## config.mk

```make
export PLATFORM = sky130hd
export DESIGN_NAME = rob2t
export DESIGN_NICKNAME = d
export VERILOG_FILES = /design/src/rtl/rob2t_pkg.sv /design/src/rtl/rob_half.sv /design/src/rtl/rob_rr_arb.sv /design/src/rtl/rob2t.sv
export SDC_FILE = /design/constraint.sdc
export NUM_CORES = 1
export LEC_CHECK = 0
export BUFFER_PORTS_ARGS = -buffer_cell sky130_fd_sc_hd__buf_2
export CAP_MARGIN = 20
export CORE_AREA = 2 2 186 188
export DETAILED_ROUTE_END_ITERATION = 16
export DIE_AREA = 0 0 188 190
export PLACE_DENSITY = 0.71
export REMOVE_ABC_BUFFERS = 1
export SYNTH_ARGS = -nofsm -noshare
export SYNTH_HDL_FRONTEND = slang
export SYNTH_HIERARCHICAL = 1
export SYNTH_SLANG_ARGS = --single-unit
```

## constraint.sdc

```tcl
create_clock -name clk -period 5.7 [get_ports clk]
set_clock_uncertainty 0.1 [all_clocks]
set_input_delay 0.285 -clock clk [delete_from_list [all_inputs] [get_ports clk]]
set_output_delay 0.285 -clock clk [all_outputs]
set_load 0.005 [all_outputs]
```

## src/rtl/rob2t_pkg.sv

```systemverilog
package rob2t_pkg;
  localparam int NUM_THREADS = 2;
  localparam int TID_W = 1;
  typedef logic [TID_W-1:0] tid_t;
endpackage

```

## src/rtl/rob_half.sv

```systemverilog
module rob_half #(
  parameter int DEPTH = 64,
  parameter int IDX_W = $clog2(DEPTH)
) (
  input  logic             clk,
  input  logic             rst_n,
  input  logic             alloc_en,
  input  logic             cmpl_en,
  input  logic [IDX_W-1:0] cmpl_idx,
  input  logic             cmpl_exc,
  input  logic             flush_en,
  input  logic [IDX_W-1:0] flush_idx,
  input  logic             pop_en,
  input  logic             exc_clr,
  output logic [IDX_W-1:0] head_idx,
  output logic [IDX_W-1:0] tail_idx,
  output logic             full,
  output logic             head_ready,
  output logic             head_fault,
  output logic             flush_hit
);
  localparam int CW = IDX_W + 1;

  logic [IDX_W-1:0] head_q, tail_q;
  logic [CW-1:0]    cnt_q;
  logic [DEPTH-1:0] done_q, exc_q;

  // distance of a slot from the oldest entry
  function automatic logic [IDX_W-1:0] age_of(input logic [IDX_W-1:0] idx,
                                              input logic [IDX_W-1:0] hd);
    return idx - hd;
  endfunction

  function automatic logic is_live(input logic [IDX_W-1:0] idx,
                                   input logic [IDX_W-1:0] hd,
                                   input logic [CW-1:0] cnt);
    return {1'b0, age_of(idx, hd)} < cnt;
  endfunction

  logic cmpl_live;
  logic head_done;
  logic [IDX_W-1:0] flush_age;

  assign cmpl_live  = is_live(cmpl_idx, head_q, cnt_q);
  assign flush_hit  = is_live(flush_idx, head_q, cnt_q);
  assign flush_age  = age_of(flush_idx, head_q);
  assign full       = (cnt_q == CW'(DEPTH));
  assign head_done  = (cnt_q != '0) && done_q[head_q];
  assign head_ready = head_done && !exc_q[head_q];
  assign head_fault = head_done && exc_q[head_q];
  assign head_idx   = head_q;
  assign tail_idx   = tail_q;

  always_ff @(posedge clk or negedge rst_n) begin
    if (!rst_n) begin
      head_q <= '0;
      tail_q <= '0;
      cnt_q  <= '0;
      done_q <= '0;
      exc_q  <= '0;
    end else begin
      if (cmpl_en && cmpl_live) begin
        done_q[cmpl_idx] <= 1'b1;
        exc_q[cmpl_idx]  <= cmpl_exc;
      end
      if (alloc_en) begin
        done_q[tail_q] <= 1'b0;
        exc_q[tail_q]  <= 1'b0;
      end
      if (exc_clr) begin
        head_q <= tail_q;
        cnt_q  <= '0;
      end else if (flush_en) begin
        tail_q <= flush_idx + 1'b1;
        cnt_q  <= {1'b0, flush_age} + 1'b1;
      end else begin
        if (pop_en)   head_q <= head_q + 1'b1;
        if (alloc_en) tail_q <= tail_q + 1'b1;
        cnt_q <= cnt_q + CW'(alloc_en) - CW'(pop_en);
      end
    end
  end


  cnt_bound_chk: assert property (@(posedge clk) disable iff (!rst_n)
    cnt_q <= CW'(DEPTH));

  alloc_full_chk: assert property (@(posedge clk) disable iff (!rst_n)
    alloc_en |-> !full);

  pop_ready_chk: assert property (@(posedge clk) disable iff (!rst_n)
    pop_en |-> head_ready);

  head_hold_chk: assert property (@(posedge clk) disable iff (!rst_n)
    (!pop_en && !exc_clr) |=> $stable(head_q));

  tail_hold_chk: assert property (@(posedge clk) disable iff (!rst_n)
    (!alloc_en && !flush_en && !exc_clr) |=> $stable(tail_q));
endmodule

```

## src/rtl/rob_rr_arb.sv

```systemverilog
module rob_rr_arb (
  input  logic       clk,
  input  logic       rst_n,
  input  logic [1:0] req,
  output logic [1:0] grant
);
  logic pref_q;

  assign grant[0] = req[0] && (!req[1] || !pref_q);
  assign grant[1] = req[1] && (!req[0] || pref_q);

  always_ff @(posedge clk or negedge rst_n) begin
    if (!rst_n)        pref_q <= 1'b0;
    else if (grant[0]) pref_q <= 1'b1;
    else if (grant[1]) pref_q <= 1'b0;
  end


  one_grant_chk: assert property (@(posedge clk) disable iff (!rst_n)
    $onehot0(grant));

  rr_alt_chk: assert property (@(posedge clk) disable iff (!rst_n)
    (&req && grant[0]) |=> (!(&req) || grant[1]));
endmodule

```

## src/rtl/rob2t.sv

```systemverilog
module rob2t #(
  parameter int ENTRIES_PER_THREAD = 64
) (
  input  logic        clk,
  input  logic        rst_n,
  input  logic        alloc_valid,
  input  logic        alloc_tid,
  output logic        alloc_ready,
  output logic [6:0]  alloc_tag,
  input  logic        cmpl_valid,
  input  logic [6:0]  cmpl_tag,
  input  logic        cmpl_exc,
  input  logic        flush_valid,
  input  logic [6:0]  flush_tag,
  output logic        commit_valid,
  output logic [6:0]  commit_tag,
  output logic [1:0]  exc_valid,
  output logic [13:0] exc_tag
);
  import rob2t_pkg::*;
  localparam int IDX_W = $clog2(ENTRIES_PER_THREAD);
  localparam int TAG_W = TID_W + IDX_W;

  logic [NUM_THREADS-1:0] full, head_ready, head_fault, flush_hit;
  logic [NUM_THREADS-1:0] flush_sel, exc_v, req, grant, alloc_en;
  logic [IDX_W-1:0] head_idx [NUM_THREADS];
  logic [IDX_W-1:0] tail_idx [NUM_THREADS];
  tid_t commit_tid;

  for (genvar t = 0; t < NUM_THREADS; t++) begin : g_half
    assign flush_sel[t] = flush_valid && (flush_tag[TAG_W-1] == TID_W'(t)) && flush_hit[t];
    assign exc_v[t]     = head_fault[t] && !flush_sel[t];
    assign req[t]       = head_ready[t] && !flush_sel[t];
    assign alloc_en[t]  = alloc_valid && alloc_ready && (alloc_tid == TID_W'(t));
    assign exc_tag[t*TAG_W +: TAG_W] = {TID_W'(t), head_idx[t]};

    rob_half #(.DEPTH(ENTRIES_PER_THREAD), .IDX_W(IDX_W)) u_half (
      .clk        (clk),
      .rst_n      (rst_n),
      .alloc_en   (alloc_en[t]),
      .cmpl_en    (cmpl_valid && (cmpl_tag[TAG_W-1] == TID_W'(t))),
      .cmpl_idx   (cmpl_tag[IDX_W-1:0]),
      .cmpl_exc   (cmpl_exc),
      .flush_en   (flush_sel[t]),
      .flush_idx  (flush_tag[IDX_W-1:0]),
      .pop_en     (grant[t]),
      .exc_clr    (exc_v[t]),
      .head_idx   (head_idx[t]),
      .tail_idx   (tail_idx[t]),
      .full       (full[t]),
      .head_ready (head_ready[t]),
      .head_fault (head_fault[t]),
      .flush_hit  (flush_hit[t])
    );
  end

  rob_rr_arb u_arb (
    .clk   (clk),
    .rst_n (rst_n),
    .req   (req),
    .grant (grant)
  );

  assign alloc_ready  = !full[alloc_tid] && !flush_sel[alloc_tid] && !exc_v[alloc_tid];
  assign alloc_tag    = {alloc_tid, tail_idx[alloc_tid]};
  assign commit_tid   = grant[1];
  assign commit_valid = |grant;
  assign commit_tag   = {commit_tid, head_idx[commit_tid]};
  assign exc_valid    = exc_v;


  exc_no_commit_chk: assert property (@(posedge clk) disable iff (!rst_n)
    (exc_valid & grant) == '0);

  flush_blocks_chk: assert property (@(posedge clk) disable iff (!rst_n)
    (flush_sel & (grant | exc_valid | alloc_en)) == '0);

  alloc_full_top_chk: assert property (@(posedge clk) disable iff (!rst_n)
    (alloc_en & full) == '0);
endmodule

```

Word-level counts from Yosys, hierarchy flattened
Index checks and enable logic that the tools add are counted.
- register bits after elaboration: 295
- logic and storage cells: 164
- output and inout port bits: 32
- mux-type cells: 52
- reductions and logical operators: 52
- bitwise operators: 15
- add/sub/neg operators: 15
- eq/ne operators: 4
- $lt $le $gt $ge: 15
- operators by type and width (cell ; number):
    2-to-1 mux 64 bit ; 8
    bitwise AND 64 bit ; 4
    bitwise mux 64 bit ; 2
    inverter 64 bit ; 2
    bitwise OR 64 bit ; 2
    2-to-1 mux 6 bit ; 16
    less-than comparator 6 x 7 -> 1 bit, second input constant ; 5
    adder 6 x 1 -> 6 bit, second input constant ; 5
    logical AND 1 bit ; 28
    less-than comparator 6 x 7 -> 1 bit ; 4
    2-to-1 mux 7 bit ; 4
    binary-select mux 1 bit (select 6 bit) ; 4
    subtractor 6 bit ; 4
    demux 1 bit (select 6 bit) ; 3
    >= comparator 6 x 1 -> 1 bit, second input constant ; 3
    2-to-1 mux 1 bit ; 15
    adder 6 x 1 -> 7 bit, second input constant ; 2
    adder 7 x 1 -> 7 bit ; 2
    equality test 7 bit, second input constant ; 2
    nonzero test 7 bit ; 2
    subtractor 7 x 1 -> 7 bit ; 2
    zero test 1 bit ; 10
    nonzero test 2 bit ; 5
    AND reduction 2 bit ; 4
    7 further kinds ; 15

Longest topological paths before layout
- depth after elaboration: 15
- mapped depth: 26

By module
The synthesis kept the hierarchy.
- modules (own cells, without submodules) (module ; cells an instance ; area an instance (µm²) ; times used):
    rob_half at g_half[1].u_half ; 974 ; 9053.7 ; 1
    rob_half at g_half[0].u_half ; 914 ; 8847.2 ; 1
    rob2t ; 35 ; 291.5 ; 1
    rob_rr_arb ; 6 ; 53.8 ; 1

Worst setup path after synthesis
Ideal clock, no wire load.
- kind: flip-flop to flip-flop
- start point: register g_half[1].u_half.head_q[1]
- end point: register g_half[1].u_half.cnt_q[6]
- period minus slack after synthesis: 4946 ps
- slack: 754 ps
- library setup time: 121 ps
- cell stages (with the launch flop): 27
- arrival: 4725 ps
- path through: dfrtp_1 buf_2 buf_2 buf_2 inv_1 ha_1 nand2b_1 nand2b_1 a211oi_1 nor2_1 ha_1 nor2b_1 o21ai_0 a211o_1 nand3_1 and2_1 and2_1 ha_1 inv_1 ha_1 fa_1 a21oi_1 o21bai_1 a21oi_1 o21bai_1 xnor2_1 o2bb2ai_1
- RTL lines (element ; line ; text):
    start: declaration ; rob_half.sv:24 ; logic [IDX_W-1:0] head_q, tail_q;
    start signal: assignment ; rob_half.sv:71 ; head_q <= tail_q;
    start signal: assignment ; rob_half.sv:77 ; if (pop_en) head_q <= head_q + 1'b1;
    subtractor 6 bit ; rob_half.sv:31 ; return idx - hd;
    less-than comparator 6 x 7 -> 1 bit ; rob_half.sv:37 ; return {1'b0, age_of(idx, hd)} < cnt;
    via flush_hit[1] ; rob2t.sv:24 ; logic [NUM_THREADS-1:0] full, head_ready, head_fault, flush_hit;
    logical AND 1 bit ; rob2t.sv:31 ; assign flush_sel[t] = flush_valid && (flush_tag[TAG_W-1] == TID_W'(t)) && flush_hit[t];
    zero test 1 bit ; rob2t.sv:33 ; assign req[t] = head_ready[t] && !flush_sel[t];
    logical AND 1 bit ; rob2t.sv:33 ;
    via req[1] ; rob2t.sv:25 ; logic [NUM_THREADS-1:0] flush_sel, exc_v, req, grant, alloc_en;
    logical AND 1 bit ; rob_rr_arb.sv:10 ; assign grant[1] = req[1] && (!req[0] || pref_q);
    via commit_tag[6] ; rob2t.sv:16 ; output logic [6:0] commit_tag,
    subtractor 7 x 1 -> 7 bit ; rob_half.sv:79 ; cnt_q <= cnt_q + CW'(alloc_en) - CW'(pop_en);
    2-to-1 mux 7 bit ; rob_half.sv:73 ; end else if (flush_en) begin
    2-to-1 mux 7 bit ; rob_half.sv:70 ; if (exc_clr) begin
    end signal: assignment ; rob_half.sv:75 ; cnt_q <= {1'b0, flush_age} + 1'b1;
    end signal: assignment ; rob_half.sv:79 ;
    end: declaration ; rob_half.sv:25 ; logic [CW-1:0] cnt_q;
The timed path passes the listed nets, and every way through them passes these cells. The select of a mux whose other input is x is not followed.
A chain may end at the register's enable or synchronous reset.

Final worst setup path
- start point: register g_half[1].u_half.head_q[4]
- end point: register g_half[0].u_half.cnt_q[6]
- RTL lines (element ; line ; text):
    subtractor 6 bit ; rob_half.sv:31 ;
    less-than comparator 6 x 7 -> 1 bit ; rob_half.sv:37 ;
    via flush_hit[1] ; rob2t.sv:24 ;
    logical AND 1 bit ; rob2t.sv:31 ;
    zero test 1 bit ; rob2t.sv:33 ;
    logical AND 1 bit ; rob2t.sv:33 ;
    via req[1] ; rob2t.sv:25 ;
    zero test 1 bit ; rob_rr_arb.sv:9 ; assign grant[0] = req[0] && (!req[1] || !pref_q);
    logical OR 1 bit ; rob_rr_arb.sv:9 ;
    logical AND 1 bit ; rob_rr_arb.sv:9 ;
    via grant[0] ; rob2t.sv:25 ;
    subtractor 7 x 1 -> 7 bit ; rob_half.sv:79 ;
    2-to-1 mux 7 bit ; rob_half.sv:73 ;
    2-to-1 mux 7 bit ; rob_half.sv:70 ;
    end signal: assignment ; rob_half.sv:75 ;
    end signal: assignment ; rob_half.sv:79 ;
    end: declaration ; rob_half.sv:25 ;
The timed path passes the listed nets, and every way through them passes these cells. The select of a mux whose other input is x is not followed.

==> impl_metrics.csv <==
group,metric,value,unit
yosys,yosysWarnings,6,
die,num_rows,68,
hold_path,hold_depth,4,
route,via_count,16300,
grt,antenna_found_initial,0,
timing,hold_violations,0,
worst_setup_path,cpLargestDelayFamily,"adder cells",
finish,final_cells,2372,
timing,setup_viol_count_final,0,
cts,cts_tree,"done",
pwr,clockPowerShare,19.1,%
grt,grt_pass1_wl,91.4,mm
worst_setup_path,worst-path-max-fanout,9,
die,io_pins,53,
timing,slew-limit-headroom,29.1,%
route,drtIter0Drc,2060,
finish,synthToLayoutAreaGrowth,9.41,%
timing,slew_violations,0,
hold_path,hold_path.startpoint,"flush_tag[4]",
worst_setup_path,worstPathArrival,5.34,ns
route,routedWlPerCell,24.7,um
worst_setup_path,rr_startpoint,"g_half[1].u_half/head_idx[4]",
yosys,syn_avg_cell_area,9.46,sq um
route,firstDrtPassIters,8,
yosys,synth_edf_count,0,
cts,clk_latency,0.54,ns
worst_setup_path,path_buf_inv,2,
cts,cts.repair.resized,0,
worst_setup_path,path_class,"reg2reg",
pwr,pwr-share-comb,53.0,%
yosys,ys_seq_area_share,40.5,%
cts,htree_levels,2,
yosys,synth-main-ff-cell,"dfrtp_1",
die,core,0.0339,sq mm
die,dieHeight,190,um
cts,clkTransAtPathRegs,0.06,ns
die,die_w,188,um
placement,dp.final_hpwl,36.4,mm
worst_setup_path,crit_path_cell_trace,"clkinv_1 -> ha_1 -> and2_1 -> o21ai_0 -> o211ai_1 -> ha_1 -> nor2_1 -> a211o_1 -> nand3_1 -> and2_1 -> a21boi_0 -> ha_1 -> inv_1 -> ha_1 -> fa_1 -> a21oi_1 -> o21bai_1 -> a21oi_1 -> o21bai_1 -> xnor2_1 -> o22ai_1",
yosys,syn_area,0.0182,sq mm
timing,fin_crit,5.03,ns
placement,routabilityCongestion,0.875,
worst_setup_path,end_kind,"flip-flop",
run,max_cap_viol_count,0,
finish,drive_gt1_share,13.3,%
pwr,p_sw,5.32,mW
yosys,synth_area_leaders,"dfrtp_1, a21oi_1, mux4_2, a22oi_1, ha_1",
worst_setup_path,critPathLaunchType,"flip-flop",
die,initial_utilization,53.7,%
cts,numCtsBuffers,36,
route,antenna_left,0,
worst_setup_path,critPathMostFrequentCell,"ha_1",
placement,dp.cells,2307,
yosys,synth_largest_area_cell,"dfrtp_1",
yosys,ys_types,78,
finish,n_antenna_cell,0,
worst_setup_path,critPathLaunch,"g_half[1].u_half/head_idx[4]",
grt,grt.total_usage,32.5,%
pwr,p_int,6.49,mW
route,vias_per_cell,6.85,
worst_setup_path,required,6.01,ns
hold_path,min_path_type,"in2reg",
timing,worst_pin_slew,1.06,ns
placement,io_buffers,50,
timing,rsz0062_at_grt,"false",
grt,gr-total-overflow,0,
timing,max_freq,0.199,GHz
cts,postCtsHoldBufs,2,
pwr,powerDensity,591,mW/mm^2
worst_setup_path,critPathSlowestCell,"dfrtp_1",
route,wl,58.5,mm
yosys,synth.top_cell.area_share,40.5,%
pwr,ir_worst_vdd,0.556,mV
yosys,synth_cells,1929,
pwr,leakagePower,8.90,nW
pwr,power_frac_seq,27.9,%
cts,clockBufferDepth,3,
cts,cts_root_buf,"clkbuf_16",
finish,fin_nets,1986,
yosys,ys_seq_elements,295,
die,die_area,0.0357,sq mm
worst_setup_path,worstRegToRegCells,21,
outcome,status,"completed",
yosys,async_flop_share,100,%
pwr,swShare,45.1,%
finish,final_util,58.8,%
worst_setup_path,crit_path_max_incr_delay,0.58,ns
timing,fin_crit_sh,88.3,%
cts,clkSinkCount,295,
cts,post_cts_buffers,0,
finish,num-fill-cells,2875,
grt,grt_max_degree,143,
worst_setup_path,cp.depth,21,
route,drc,0,
grt,grt_pass1_vias,16000,
per-stage QoR:
step / area (sq um) / setup slack (ns) / TNS [ns] / power [mW] / hold slack (ns)
after floorplan: 17400 / -0.800 / -66.53 / 7.27 / -0.111
after global placement: 18800 / 0.793 / 0 / 9.18 / 0.257
after detailed placement: 18800 / 0.715 / 0 / 9.35 / 0.263
after CTS: 19900 / 0.710 / 0 / 11.6 / 0.219
after global routing: 20000 / 0.323 / 0 / 12.5 / 0.270
final: 20000 / 0.666 / 0 / 11.8 / 0.252
registers in the layout, summed over array words and instances (netlist names):
register                count
u_arb/pref_q                1
g_half.u_half/cnt_q        14
g_half.u_half/exc_q       128
g_half.u_half/head_idx     12
g_half.u_half/tail_idx     12
g_half.u_half/done_q      128
layer usage:
layer / track usage [%] / share of wire [%] / wire length, um / vias to the layer above
li1: - / - / - / 7087
met1: 44.7 / 39 / 23000 / 7993
met2: 49.6 / 45 / 26500 / 987
met3: 6.51 / 11 / 6260 / 193
met4: 15.8 / 4.8 / 2790 / 0
met5: 0 / 0 / 0 / -
cell usage after synthesis (all sizes together) (13+ instances only):
cell / count
dfrtp: 295
a21oi: 276
nand3: 134
nor2: 134
a22oi: 129
clkbuf: 117
nand2: 93
o21ai: 81
ha: 64
buf: 60
o31ai: 59
mux2i: 55
mux4: 48
inv: 42
xnor2: 34
nor3: 27
nor2b: 23
mux2: 21
nand4: 21
and2: 17
xor2: 17
nand2b: 15
a21o: 13
o21a: 13
cells in the final DEF (no fill, tap or decap), drive strengths merged, types with 9 or more instances in the layout:
cell type and n:
a21o 13, dfrtp 295, a22oi 129, mux2 21, o21ai 81, nand4 21
nand2 93, ha 64, and2 17, nor3 27, nor2 134, nor2b 23
xor2 17, mux2i 55, a211oi 10, a32oi 9, clkbuf 49, inv 43
nor3b 9, nand3 134, a21oi 276, o21a 13, mux4 48, xnor2 34
nand2b 15, o31ai 59, buf 103
cell families after synthesis:
logic type                 after synthesis  synth area share [%]
AOI/OAI and AO/OA                      649                  22.3
and+or+nand+nor                        516                  14.2
DFF                                    295                  40.5
buffers and inverters                  222                  5.31
adders and majority gates               70                  5.05
muxes                                  124                  10.2
other                                    2                0.0412
xor gates and xnor gates                51                  2.45
layout make-up:
| type | instances | area [sq um] | share of cell area, % |
|---|---|---|---|
| Timing Repair Buffer | 105 | 738 | 3.70 |
| Sequential cell | 295 | 7390 | 37.0 |
| Clock buffer | 49 | 1010 | 5.06 |
| Multi-Input combinational cell | 1412 | 9960 | 49.9 |
| Tap cell | 455 | 569 | 2.85 |
| Inverter | 45 | 169 | 0.846 |
| Clock inverter | 11 | 131 | 0.658 |
power groups by stage:
| stage | combinational (mW) | clock, mW | sequential [mW] |
|---|---|---|---|
| after detailed placement | 6.06 | 0 | 3.30 |
| final | 6.25 | 2.25 | 3.30 |
| after CTS | 6.08 | 2.28 | 3.27 |
| after global routing | 6.78 | 2.37 | 3.36 |
| after floorplan | 3.97 | 0 | 3.30 |
| after global placement | 5.91 | 0 | 3.27 |
worst register-to-register path: cells and delay by family (launching register included):
kind,cells,cell delay [ns]
AOI/OAI and AO/OA,9,1.39
and+or+nand+nor,4,0.54
adders and majority gates,5,1.71
buffers and inverters,2,0.43
xor gates and xnor gates,1,0.16
DFF,1,0.58
worst paths after layout:
check | endpoint | slack, ns
setup / recovery | g_half[0].u_half/cnt_q[6] | 0.67
hold / removal | g_half[0].u_half/tail_idx[4] | 0.25
setup reg to reg | g_half[0].u_half/cnt_q[6] | 0.67
hold reg to reg | g_half[0].u_half/done_q[5] | 0.40
max in group asynchronous | g_half[1].u_half/done_q[48] | 3.82
min in group asynchronous | g_half[1].u_half/done_q[40] | 0.26
No activity file was read; power rests on OpenSTA's default activity.
